--- config.mk ---
export PLATFORM = sky130hd
export DESIGN_NAME = ckpt_rollback_ctrl
export DESIGN_NICKNAME = d
export VERILOG_FILES = /design/src/rtl/ckpt_pkg.sv /design/src/rtl/ckpt_shadow_bank.sv /design/src/rtl/ckpt_sequencer.sv /design/src/rtl/ckpt_rollback_ctrl.sv
export SDC_FILE = /design/constraint.sdc
export NUM_CORES = 1
export LEC_CHECK = 0
export ABC_AREA = 1
export BUFFER_PORTS_ARGS = -buffer_cell sky130_fd_sc_hd__buf_2
export CAP_MARGIN = 20
export CORE_MARGIN = 10
export CORE_UTILIZATION = 45
export CTS_CLUSTER_DIAMETER = 120
export DETAILED_ROUTE_END_ITERATION = 10
export PLACE_DENSITY = 0.69
export SYNTH_ARGS = -nofsm -noshare
export SYNTH_HDL_FRONTEND = slang
export SYNTH_SLANG_ARGS = --single-unit
--- constraint.sdc ---
create_clock -name clk -period 1.8 [get_ports clk]
set_input_delay 0.36 -clock clk [delete_from_list [all_inputs] [get_ports clk]]
set_output_delay 0.36 -clock clk [all_outputs]
set_load 0.05 [all_outputs]
--- src/rtl/ckpt_pkg.sv ---
package ckpt_pkg;
  typedef int unsigned uint_t;

  typedef enum logic [2:0] {
    ST_IDLE,
    ST_DRAIN,
    ST_COPY,
    ST_RESET,
    ST_COPYBACK,
    ST_INVAL,
    ST_MSYNC,
    ST_DONE
  } seq_state_e;

  typedef enum logic {
    OP_SAVE     = 1'b0,
    OP_ROLLBACK = 1'b1
  } seq_op_e;

  function automatic logic idx_is_last(input uint_t idx, input uint_t count);
    return idx == count - 1;
  endfunction

  function automatic uint_t word_count(input uint_t gpr, input uint_t pcs, input uint_t traps);
    return gpr + pcs + traps;
  endfunction
endpackage

--- src/rtl/ckpt_shadow_bank.sv ---
module ckpt_shadow_bank
  import ckpt_pkg::*;
#(
  parameter uint_t DATA_W = 32,
  parameter uint_t NWORDS = 14,
  localparam int   IDXW   = $clog2(NWORDS)
) (
  input  logic              clk,
  input  logic              rst_n,
  input  logic              we_i,
  input  logic [IDXW-1:0]   widx_i,
  input  logic [DATA_W-1:0] wdata_i,
  input  logic [IDXW-1:0]   ridx_i,
  output logic [DATA_W-1:0] rdata_o
);
  logic [DATA_W-1:0] words [NWORDS];

  for (genvar g = 0; g < NWORDS; g++) begin : g_word
    logic [DATA_W-1:0] q;
    always_ff @(posedge clk or negedge rst_n) begin
      if (!rst_n) q <= '0;
      else if (we_i && widx_i == IDXW'(g)) q <= wdata_i;
    end
    assign words[g] = q;
  end

  assign rdata_o = (uint_t'(ridx_i) < NWORDS) ? words[ridx_i] : '0;


  shadow_idx_range_chk: assert property (@(posedge clk) disable iff (!rst_n)
    we_i |-> uint_t'(widx_i) < NWORDS);
endmodule

--- src/rtl/ckpt_sequencer.sv ---
module ckpt_sequencer
  import ckpt_pkg::*;
#(
  parameter uint_t NWORDS    = 14,
  parameter uint_t RST_CYC   = 3,
  localparam int   IDXW      = $clog2(NWORDS),
  localparam int   RCW       = $clog2(RST_CYC + 1)
) (
  input  logic            clk,
  input  logic            rst_n,
  input  logic            ckpt_req_i,
  input  logic            rest_req_i,
  input  logic            pipe_empty_i,
  input  logic            lsq_empty_i,
  input  logic            inval_done_i,
  input  logic            mem_ack_i,
  output logic            stall_o,
  output logic            core_rst_o,
  output logic            rd_en_o,
  output logic            wr_en_o,
  output logic [IDXW-1:0] idx_o,
  output logic            inval_o,
  output logic            mem_req_o,
  output logic            mem_op_o,
  output logic            done_o,
  output logic            done_op_o,
  output logic            ckpt_valid_o,
  output logic            err_o
);
  seq_state_e      st_q;
  seq_op_e         op_q;
  logic [IDXW-1:0] idx_q;
  logic [RCW-1:0]  rcnt_q;
  logic            valid_q;
  logic            err_q;

  // named internal events
  logic idle, drained, copy_last, rst_last, accept_save, accept_roll, reject_roll;
  assign idle        = (st_q == ST_IDLE);
  assign drained     = pipe_empty_i && lsq_empty_i;
  assign copy_last   = idx_is_last(uint_t'(idx_q), NWORDS);
  assign rst_last    = (rcnt_q == RCW'(RST_CYC - 1));
  assign accept_save = idle && ckpt_req_i;
  assign accept_roll = idle && !ckpt_req_i && rest_req_i && valid_q;
  assign reject_roll = idle && !ckpt_req_i && rest_req_i && !valid_q;

  always_ff @(posedge clk or negedge rst_n) begin
    if (!rst_n) begin
      st_q    <= ST_IDLE;
      op_q    <= OP_SAVE;
      idx_q   <= '0;
      rcnt_q  <= '0;
      valid_q <= 1'b0;
      err_q   <= 1'b0;
    end else begin
      case (st_q)
        ST_IDLE: begin
          if (accept_save) begin
            st_q  <= ST_DRAIN;
            op_q  <= OP_SAVE;
            err_q <= 1'b0;
          end else if (accept_roll) begin
            st_q   <= ST_RESET;
            op_q   <= OP_ROLLBACK;
            err_q  <= 1'b0;
            rcnt_q <= '0;
          end else if (reject_roll) begin
            err_q <= 1'b1;
          end
        end
        ST_DRAIN: begin
          if (drained) begin
            st_q  <= ST_COPY;
            idx_q <= '0;
          end
        end
        ST_COPY: begin
          if (copy_last) begin
            st_q  <= ST_INVAL;
            idx_q <= '0;
          end else begin
            idx_q <= idx_q + IDXW'(1);
          end
        end
        ST_RESET: begin
          if (rst_last) begin
            st_q  <= ST_COPYBACK;
            idx_q <= '0;
          end else begin
            rcnt_q <= rcnt_q + RCW'(1);
          end
        end
        ST_COPYBACK: begin
          if (copy_last) begin
            st_q  <= ST_INVAL;
            idx_q <= '0;
          end else begin
            idx_q <= idx_q + IDXW'(1);
          end
        end
        ST_INVAL: if (inval_done_i) st_q <= ST_MSYNC;
        ST_MSYNC: if (mem_ack_i) st_q <= ST_DONE;
        ST_DONE: begin
          st_q <= ST_IDLE;
          if (op_q == OP_SAVE) valid_q <= 1'b1;
        end
        default: st_q <= ST_IDLE;
      endcase
    end
  end

  assign stall_o      = !idle;
  assign core_rst_o   = (st_q == ST_RESET);
  assign rd_en_o      = (st_q == ST_COPY);
  assign wr_en_o      = (st_q == ST_COPYBACK);
  assign idx_o        = idx_q;
  assign inval_o      = (st_q == ST_INVAL);
  assign mem_req_o    = (st_q == ST_MSYNC);
  assign mem_op_o     = op_q;
  assign done_o       = (st_q == ST_DONE);
  assign done_op_o    = op_q;
  assign ckpt_valid_o = valid_q;
  assign err_o        = err_q;


  drain_gate_chk: assert property (@(posedge clk) disable iff (!rst_n)
    $rose(rd_en_o) |-> $past(pipe_empty_i && lsq_empty_i));

  rst_before_wb_chk: assert property (@(posedge clk) disable iff (!rst_n)
    $rose(wr_en_o) |-> $past(core_rst_o));

  one_phase_chk: assert property (@(posedge clk) disable iff (!rst_n)
    $onehot0({rd_en_o, wr_en_o, core_rst_o, inval_o, mem_req_o, done_o}));

  mem_hold_chk: assert property (@(posedge clk) disable iff (!rst_n)
    (mem_req_o && !mem_ack_i) |=> (mem_req_o && $stable(mem_op_o)));

  done_after_sync_chk: assert property (@(posedge clk) disable iff (!rst_n)
    done_o |-> $past(mem_req_o && mem_ack_i));

  valid_rise_chk: assert property (@(posedge clk) disable iff (!rst_n)
    $rose(ckpt_valid_o) |-> $past(done_o && done_op_o == OP_SAVE));

  busy_stall_chk: assert property (@(posedge clk) disable iff (!rst_n)
    (rd_en_o || wr_en_o || core_rst_o || inval_o || mem_req_o || done_o) |-> stall_o);

  reject_chk: assert property (@(posedge clk) disable iff (!rst_n)
    $rose(err_o) |-> (!ckpt_valid_o && !stall_o));
endmodule

--- src/rtl/ckpt_rollback_ctrl.sv ---
module ckpt_rollback_ctrl
  import ckpt_pkg::*;
#(
  parameter uint_t DATA_W          = 32,
  parameter uint_t NUM_GPR         = 8,
  parameter uint_t NUM_PC          = 2,
  parameter uint_t TRAP_DEPTH      = 4,
  parameter uint_t CORE_RST_CYCLES = 3
) (
  input  logic clk,
  input  logic rst_n,
  input  logic ckpt_req_i,
  input  logic rest_req_i,
  input  logic pipe_empty_i,
  input  logic lsq_empty_i,
  output logic stall_o,
  output logic core_rst_o,
  output logic arch_rd_en_o,
  output logic [$clog2(NUM_GPR+NUM_PC+TRAP_DEPTH)-1:0] arch_rd_idx_o,
  input  logic [DATA_W-1:0] arch_rd_data_i,
  output logic arch_wr_en_o,
  output logic [$clog2(NUM_GPR+NUM_PC+TRAP_DEPTH)-1:0] arch_wr_idx_o,
  output logic [DATA_W-1:0] arch_wr_data_o,
  output logic inval_o,
  input  logic inval_done_i,
  output logic mem_req_o,
  output logic mem_op_o,
  input  logic mem_ack_i,
  output logic done_o,
  output logic done_op_o,
  output logic ckpt_valid_o,
  output logic err_o
);
  localparam uint_t NWORDS = word_count(NUM_GPR, NUM_PC, TRAP_DEPTH);
  localparam int    IDXW   = $clog2(NWORDS);

  logic            rd_en, wr_en;
  logic [IDXW-1:0] idx;

  ckpt_sequencer #(
    .NWORDS (NWORDS),
    .RST_CYC(CORE_RST_CYCLES)
  ) u_seq (
    .clk         (clk),
    .rst_n       (rst_n),
    .ckpt_req_i  (ckpt_req_i),
    .rest_req_i  (rest_req_i),
    .pipe_empty_i(pipe_empty_i),
    .lsq_empty_i (lsq_empty_i),
    .inval_done_i(inval_done_i),
    .mem_ack_i   (mem_ack_i),
    .stall_o     (stall_o),
    .core_rst_o  (core_rst_o),
    .rd_en_o     (rd_en),
    .wr_en_o     (wr_en),
    .idx_o       (idx),
    .inval_o     (inval_o),
    .mem_req_o   (mem_req_o),
    .mem_op_o    (mem_op_o),
    .done_o      (done_o),
    .done_op_o   (done_op_o),
    .ckpt_valid_o(ckpt_valid_o),
    .err_o       (err_o)
  );

  ckpt_shadow_bank #(
    .DATA_W(DATA_W),
    .NWORDS(NWORDS)
  ) u_bank (
    .clk    (clk),
    .rst_n  (rst_n),
    .we_i   (rd_en),
    .widx_i (idx),
    .wdata_i(arch_rd_data_i),
    .ridx_i (idx),
    .rdata_o(arch_wr_data_o)
  );

  assign arch_rd_en_o  = rd_en;
  assign arch_rd_idx_o = idx;
  assign arch_wr_en_o  = wr_en;
  assign arch_wr_idx_o = idx;
endmodule

==> results of run 1 <==
## state kept, by name, indices dropped and copies added (netlist names)
name,count
u_seq.ckpt_valid_o,1
u_seq.idx_o,4
u_seq.err_o,1
u_bank.g_word.q,448
u_seq.rcnt_q,2
u_seq.done_op_o,1
u_seq.st_q,3
## Yosys cell counts
cell	number
nand2_1	1084
dfrtp_1	460
o21ai_1	268
o21ai_0	172
inv_1	82
nand3_1	73
nand4_1	69
clkbuf_1	67
buf_2	58
o21ai_2	51
buf_6	50
a21oi_1	34
buf_4	12
nand3_4	12
nor2_1	8
inv_2	5
clkbuf_2	3
nand2_2	3
inv_4	2
nand3_2	2
nor2_4	2
nor2_8	2
buf_1	1
buf_12	1
ha_1	1
inv_6	1
nand2_4	1
nand3b_1	1
o211ai_1	1
o21bai_1	1
## logic make-up after synthesis
logic type / Yosys count / synth area share
buf+inv: 282 / 0.0747
simple gates: 1257 / 0.247
compound gates: 527 / 0.134
flops: 460 / 0.544
fa+ha+maj: 1 / 0.000591
## through the flow
| stage | setup WS, ns | power (W) | cells | util | hold WS [ns] |
|---|---|---|---|---|---|
| 6_report | -0.914 | 0.0487 | 3293 | 0.564 | 0.0626 |
| 5_1_grt | -0.949 | 0.0515 | 3293 | 0.564 | 0.0690 |
| 4_1_cts | -0.855 | 0.0476 | 3289 | 0.557 | 0.0462 |
| 3_5_place_dp | -0.318 | 0.0342 | 3149 | 0.493 | 0.303 |
| 3_3_place_gp | -0.336 | 0.0337 | 3149 | 0.493 | 0.311 |
| 2_1_floorplan | -0.359 | 0.0281 | 2527 | - | 0.0644 |
## repair_timing
action | CTS | global route
setup buffers | 35 | 3
gates cloned | 14 | 3
hold endpoints to repair | 23 | 0
endpoints found under the setup margin | 85 | 496
hold buffers | 1 | 0
resized for setup | 182 | 82
pin swaps | 37 | 46
## critical path, stage by stage, from the launching register on
cell	delay (ns)
dfrtp_4	0.47
buf_8	0.16
clkinv_8	0.09
buf_12	0.15
buf_16	0.16
nand2_4	0.06
a21oi_2	0.05
o21ai_1	0.19
nand4_1	0.22
buf_6	0.22
## metal layers
layer  vias to the layer above  share of wire
met3                       138          0.096
met4                         2          0.032
met1                      8952           0.41
li1                       8452              -
met5                         -        0.00019
met2                       932           0.46
## where the power goes
part	switching (W)	internal, W
combinational	0.0134	0.00880
sequential	0.00228	0.0141
clock	0.00418	0.00603
total	0.0198	0.0289
## path summary, 6_finish.rpt
| path | startpoint | endpoint | slack [ns] | depth (start not counted) |
|---|---|---|---|---|
| worst max-delay path | u_seq.idx_o[0] | arch_wr_data_o[0] | -0.91 | 9 |
| worst min-delay path | rest_req_i | u_seq.err_o | 0.06 | 3 |
| worst max register to register | u_seq.idx_o[0] | u_bank.g_word[0].q[25] | -0.33 | 9 |
| worst min register to register | u_bank.g_word[11].q[25] | u_bank.g_word[11].q[25] | 0.48 | 2 |
| max in group asynchronous | rst_n | u_bank.g_word[10].q[19] | 0.71 | 3 |
| min in group asynchronous | rst_n | u_bank.g_word[0].q[17] | 0.29 | 2 |
## cell type report
cell class | instances | area, um^2
Timing Repair Buffer | 261 | 3490
Clock buffer | 80 | 1560
Tap cell | 607 | 759
Fill cell | 3904 | 20300
Sequential cell | 460 | 11500
Multi-Input combinational cell | 1785 | 8440
Clock inverter | 10 | 86.3
Inverter | 90 | 385
==> flow_metrics.env, run 1 <==
export IMPL_outcome="finished, violations left"
export IMPL_failed_checks="negative setup slack"
export IMPL_cts_tree="yes"
export IMPL_finalMaxSlewViolations=0
export IMPL_ys_ff_latch=460
export IMPL_antenna_found_initial=1
export IMPL_drive_above_1_share=0.194
export IMPL_yosysWarnings=0
export IMPL_synthDistinctLibCells=30
export IMPL_h_tree_depth=2
export IMPL_io_pin_count=91
export IMPL_met1_usage=0.312
export IMPL_leakagePower_nw=13.0
export IMPL_grtUsageMet3=0.0502
export IMPL_gp_congestion=0.830
export IMPL_diodes=0
export IMPL_critPathRequiredTime_ns=1.44
export IMPL_max_slew_margin=0.588
export IMPL_port_buffers=90
export IMPL_met2_usage=0.373
export IMPL_cp_max_fo=7
export IMPL_grt_usage=0.235
export IMPL_synth_top_area_cell="dfrtp_1"
export IMPL_overflow=0
export IMPL_cts_made_buffers=49
export IMPL_layout_commonest_cell="nand2_1"
export IMPL_hold_viol_final=0
export IMPL_grt_pass1_wl_um=105000
export IMPL_start_util=0.455
export IMPL_clk_path_buf_depth=3
export IMPL_netlist_instances=2527
export IMPL_gr_max_usage_layer="met2"
export IMPL_nets=2688
export IMPL_fp_dieH_um=237
export IMPL_netlist_top_cells_area="dfrtp_1, nand2_1, o21ai_1, o21ai_0, buf_6"
export IMPL_synth_top_area_frac=0.544
export IMPL_hpwl_um=37500
export IMPL_first_iter_violations=2251
export IMPL_final_cell_mix="nand2_1, dfrtp_1, o21ai_1, o21ai_0, buf_12"
export IMPL_holdCritPathClass="in2reg"
export IMPL_clock_fmax_ghz=0.368
export IMPL_cp_start_kind="flop"
export IMPL_vias_per_cell=5.61
export IMPL_seq_area_frac_synth=0.544
export IMPL_finalCriticalPeriod_ns=2.71
export IMPL_post_route_cell_area_um2=26200
export IMPL_avgSynthCellArea_um2=8.38
export IMPL_wl_per_cell_um=20.5
export IMPL_fp_coreArea_um2=46600
export IMPL_rsz0062_at_grt="yes"
export IMPL_cp_arrival_ns=2.35
export IMPL_netlist_area_um2=21200
export IMPL_post_route_drc_count=0
export IMPL_root_buffer="clkbuf_16"
export IMPL_fp_row_count=79
export IMPL_tightest_slew_ns=0.617
export IMPL_finalWirelength_um=67500
export IMPL_grt_max_degree=55
export IMPL_powerDensity_nw_per_um2=1860
export IMPL_max_cap_violations=0
export IMPL_fin_crit_sh=1.51
export IMPL_clock_sinks=460
export IMPL_place_area_um2=22900
export IMPL_endpoint_kind="output pin"
export IMPL_ir_drop_mv=1.55
export IMPL_setup_violations=271
export IMPL_clkLatencyLatePin_ns=0.59
export IMPL_dieArea_um2=56100
export IMPL_syn_to_final_growth_pct=24.0
export IMPL_grt_pass1_vias=18300
export IMPL_cts_clk_slew_worst_paths_ns=0.07
export IMPL_timing_final_ws_setup_ns=-0.914
export IMPL_setup_tns_ns=-57.97
export IMPL_critPathKind="reg2out"
export IMPL_fin_skew_ns=0.0229
export IMPL_drtPass1Iterations=6
export IMPL_syn_nets=2568
export IMPL_antenna_left=0
export IMPL_via_count=18500
export IMPL_die_w_um=237
(Power assumes the default switching activity.)
==> run 2, diff against run 1 <==
- REMOVE_ABC_BUFFERS: default -> 1
- SYNTH_HIERARCHICAL: default -> 1
==> run 2 against run 1 <==
  * The flow still finishes with violations (negative setup slack)
  * Via count rose by 13%
  * Final cell count rose by 17%
  * Power rose by 15%
  * Worst setup slack improved by 0.12 ns
  * Register-to-register slack improved by 0.12 ns
  * Combinational power rose by 30%
  * Synthesized cell count rose by 18%
  * Die area rose by 5.9%
  * Clock skew fell by 0.0070 ns
  * Critical endpoint is now arch_wr_data_o[25]
  * Largest cell class unchanged
  * Highest routed layer is now met4
==> flow_metrics.env, run 2 <==
export IMPL_timing_final_ws_setup_ns=-0.796
export IMPL_antenna_found_initial=0
export IMPL_cp_arrival_ns=2.24
export IMPL_grt_max_degree=76
export IMPL_critical_path_max_stage_delay_ns=0.54
export IMPL_tightest_slew_ns=0.409
export IMPL_setup_violations=225
export IMPL_hp_start="arch_rd_data_i[29]"
export IMPL_fin_skew_ns=0.0159
export IMPL_cp_start_kind="flop"
export IMPL_place_area_um2=25000
export IMPL_cts_made_buffers=50
export IMPL_clock_fmax_ghz=0.385
export IMPL_fill_cells=4166
export IMPL_post_route_cell_area_um2=28900
export IMPL_synth_ff_type="dfrtp_1"
export IMPL_start_util=0.458
export IMPL_crit_path_cell_trace="clkinv_8 -> buf_12 -> buf_12 -> nand2_1 -> nand3_1 -> nand2_1 -> nand2_1 -> nand2_1 -> nand2_1 -> nand2_2 -> buf_8"
export IMPL_port_buffers=90
export IMPL_largest_register="u_bank/g_word.q"
export IMPL_fp_row_count=81
export IMPL_synthDistinctLibCells=32
export IMPL_fin_crit_sh=1.44
export IMPL_netlist_top_cells_area="dfrtp_1, nand2_1, o21ai_0, inv_1, nand3_1"
export IMPL_hpwl_um=40500
export IMPL_fp_dieH_um=244
export IMPL_p_total_w=0.0560
export IMPL_finalWirelength_um=72100
export IMPL_final_cell_mix="nand2_1, dfrtp_1, inv_1, o21ai_0, nand3_1"
export IMPL_drive_above_1_share=0.166
export IMPL_netlist_instances=2970
export IMPL_max_cap_violations=0
export IMPL_post_route_drc_count=0
export IMPL_synth_top_area_frac=0.511
export IMPL_grt_pass1_vias=19800
export IMPL_endpoint_kind="output pin"
export IMPL_synth_edf_count=0
export IMPL_async_flop_share=1.00
export IMPL_netlist_area_um2=22500
export IMPL_rsz0062_at_grt="yes"
export IMPL_grt_usage=0.221
export IMPL_hold_end="u_bank/g_word[9].q[29]"
export IMPL_largest_reg_flops=448
export IMPL_max_slew_margin=0.727
export IMPL_clk_path_buf_depth=3
export IMPL_dieArea_um2=59400
export IMPL_gp_congestion=0.857
export IMPL_layout_commonest_cell="nand2_1"
export IMPL_hold_viol_final=0
export IMPL_antenna_left=0
export IMPL_cts_tree="yes"
export IMPL_failed_checks="negative setup slack"
export IMPL_overflow=0
export IMPL_syn_to_final_growth_pct=28.4
export IMPL_leakagePower_nw=15.5
export IMPL_drtPass1Iterations=6
export IMPL_die_w_um=244
export IMPL_whs_path_depth=3
export IMPL_synth_commonest_cells="nand2_1, dfrtp_1, o21ai_0"
export IMPL_clkLatencyLatePin_ns=0.59
export IMPL_seq_area_frac_synth=0.511
export IMPL_first_iter_violations=2180
export IMPL_cpMostUsedCell="nand2_1"
export IMPL_critPathRequiredTime_ns=1.44
export IMPL_grt_pass1_wl_um=107000
export IMPL_fp_coreArea_um2=49300
export IMPL_critPathKind="reg2out"
export IMPL_finalCriticalPeriod_ns=2.60
export IMPL_outcome="finished, violations left"
export IMPL_ir_drop_mv=1.04
export IMPL_io_pin_count=91
export IMPL_cp_max_fo=9
export IMPL_nets=3195
export IMPL_finalMaxSlewViolations=0
export IMPL_clock_sinks=460
export IMPL_root_buffer="clkbuf_16"
export IMPL_cp_slowest_cell="dfrtp_4"
export IMPL_vias_per_cell=5.39
export IMPL_worstReg2RegEnd="u_bank/g_word[6].q[22]"
export IMPL_powerDensity_nw_per_um2=1940
export IMPL_h_tree_depth=2
export IMPL_yosysMostFrequentCell="nand2_1"
export IMPL_yosysWarnings=6
export IMPL_cts_clk_slew_worst_paths_ns=0.06
export IMPL_ys_ff_latch=460
export IMPL_wl_per_cell_um=18.7
export IMPL_reg2regPathDepth=9
export IMPL_via_count=20800
export IMPL_holdCritPathClass="in2reg"
export IMPL_avgSynthCellArea_um2=7.59
export IMPL_r2r_start="u_seq/idx_o[0]"
export IMPL_synth_top_area_cell="dfrtp_1"
export IMPL_reg2reg_slack_ns=-0.21
[run 2: metrics by stage]
step / cells / setup slack [ns] / hold slack (ns) / setup TNS (ns) / utilization
floorplan: 2788 / -9.57 / 0.0644 / -1838.17 / -
finish: 3857 / -0.796 / 0.0524 / -40.52 / 0.588
CTS: 3813 / -0.771 / 0.0285 / -24.93 / 0.565
global route: 3856 / -0.901 / 0.0565 / -60.63 / 0.588
global placement: 3678 / -0.240 / 0.279 / -5.24 / 0.507
detailed placement: 3678 / -0.237 / 0.283 / -5.65 / 0.507
[run 2: final cells by class]
cell class	instances	area [um^2]	area share
repair buffers	311	4350	0.150
repair inverters	1	11.3	0.000389
multi-input cells	1918	8940	0.309
well taps	664	831	0.0287
clock buffers	76	1540	0.0532
flip-flops and latches	460	11500	0.398
diodes	1	2.50	0.0000864
inverters	410	1570	0.0541
clock inverters	16	184	0.00635
[run 2: logic make-up (layout without fill, tap and decap cells)]
kind of cell	count (synthesis)	count (layout)	synth area share
AO/OA/AOI/OAI	492	492	0.114
flip-flops	460	460	0.511
buffers and inverters	592	814	0.107
AND/OR/NAND/NOR	1423	1423	0.267
adder cells (fa/ha/maj)	3	3	0.00167
other	0	1	0
[run 2: repair_timing]
| item | in CTS | in global routing |
|---|---|---|
| resized for setup | 183 | 126 |
| hold endpoints to repair | 52 | 0 |
| hold buffers | 1 | 0 |
| endpoints found under the setup margin | 76 | 410 |
| buffers inserted | 32 | 23 |
| cloned | 10 | 24 |
| pin swaps | 9 | 12 |
[run 2: worst max-delay path by stage]
stage / depth (start not counted) / slack, ns / endpoint / start
global route: 11 / -0.90 / arch_wr_data_o[25] / u_seq/idx_o[0]
detailed placement: 8 / -0.24 / arch_wr_data_o[13] / u_seq/idx_o[1]
finish: 11 / -0.80 / arch_wr_data_o[25] / u_seq/idx_o[0]
floorplan: 8 / -9.57 / arch_wr_data_o[0] / u_seq/idx_o[0]
CTS: 11 / -0.77 / arch_wr_data_o[7] / u_seq/idx_o[0]
global placement: 8 / -0.24 / arch_wr_data_o[13] / u_seq/idx_o[1]
[run 2: metal layers]
metal,GRT usage,vias to the layer above,part of all wire
met3,0.0412,158,0.085
li1,-,9622,-
met2,0.354,987,0.46
met5,0,-,0
met1,0.296,10000,0.42
met4,0.0756,0,0.035
[run 2: power breakdown]
part / switching [W] / leakage [nW] / internal, W
Clock: 0.00422 / 0.864 / 0.00645
Sequential: 0.00206 / 4.63 / 0.0145
Combinational: 0.0173 / 10.0 / 0.0115
[run 2: worst max-delay path: cells and delay by family (launching register included)]
family | cells | cell delay (ns)
DFF | 1 | 0.54
and+or+nand+nor | 7 | 0.51
buffers and inverters | 4 | 0.59
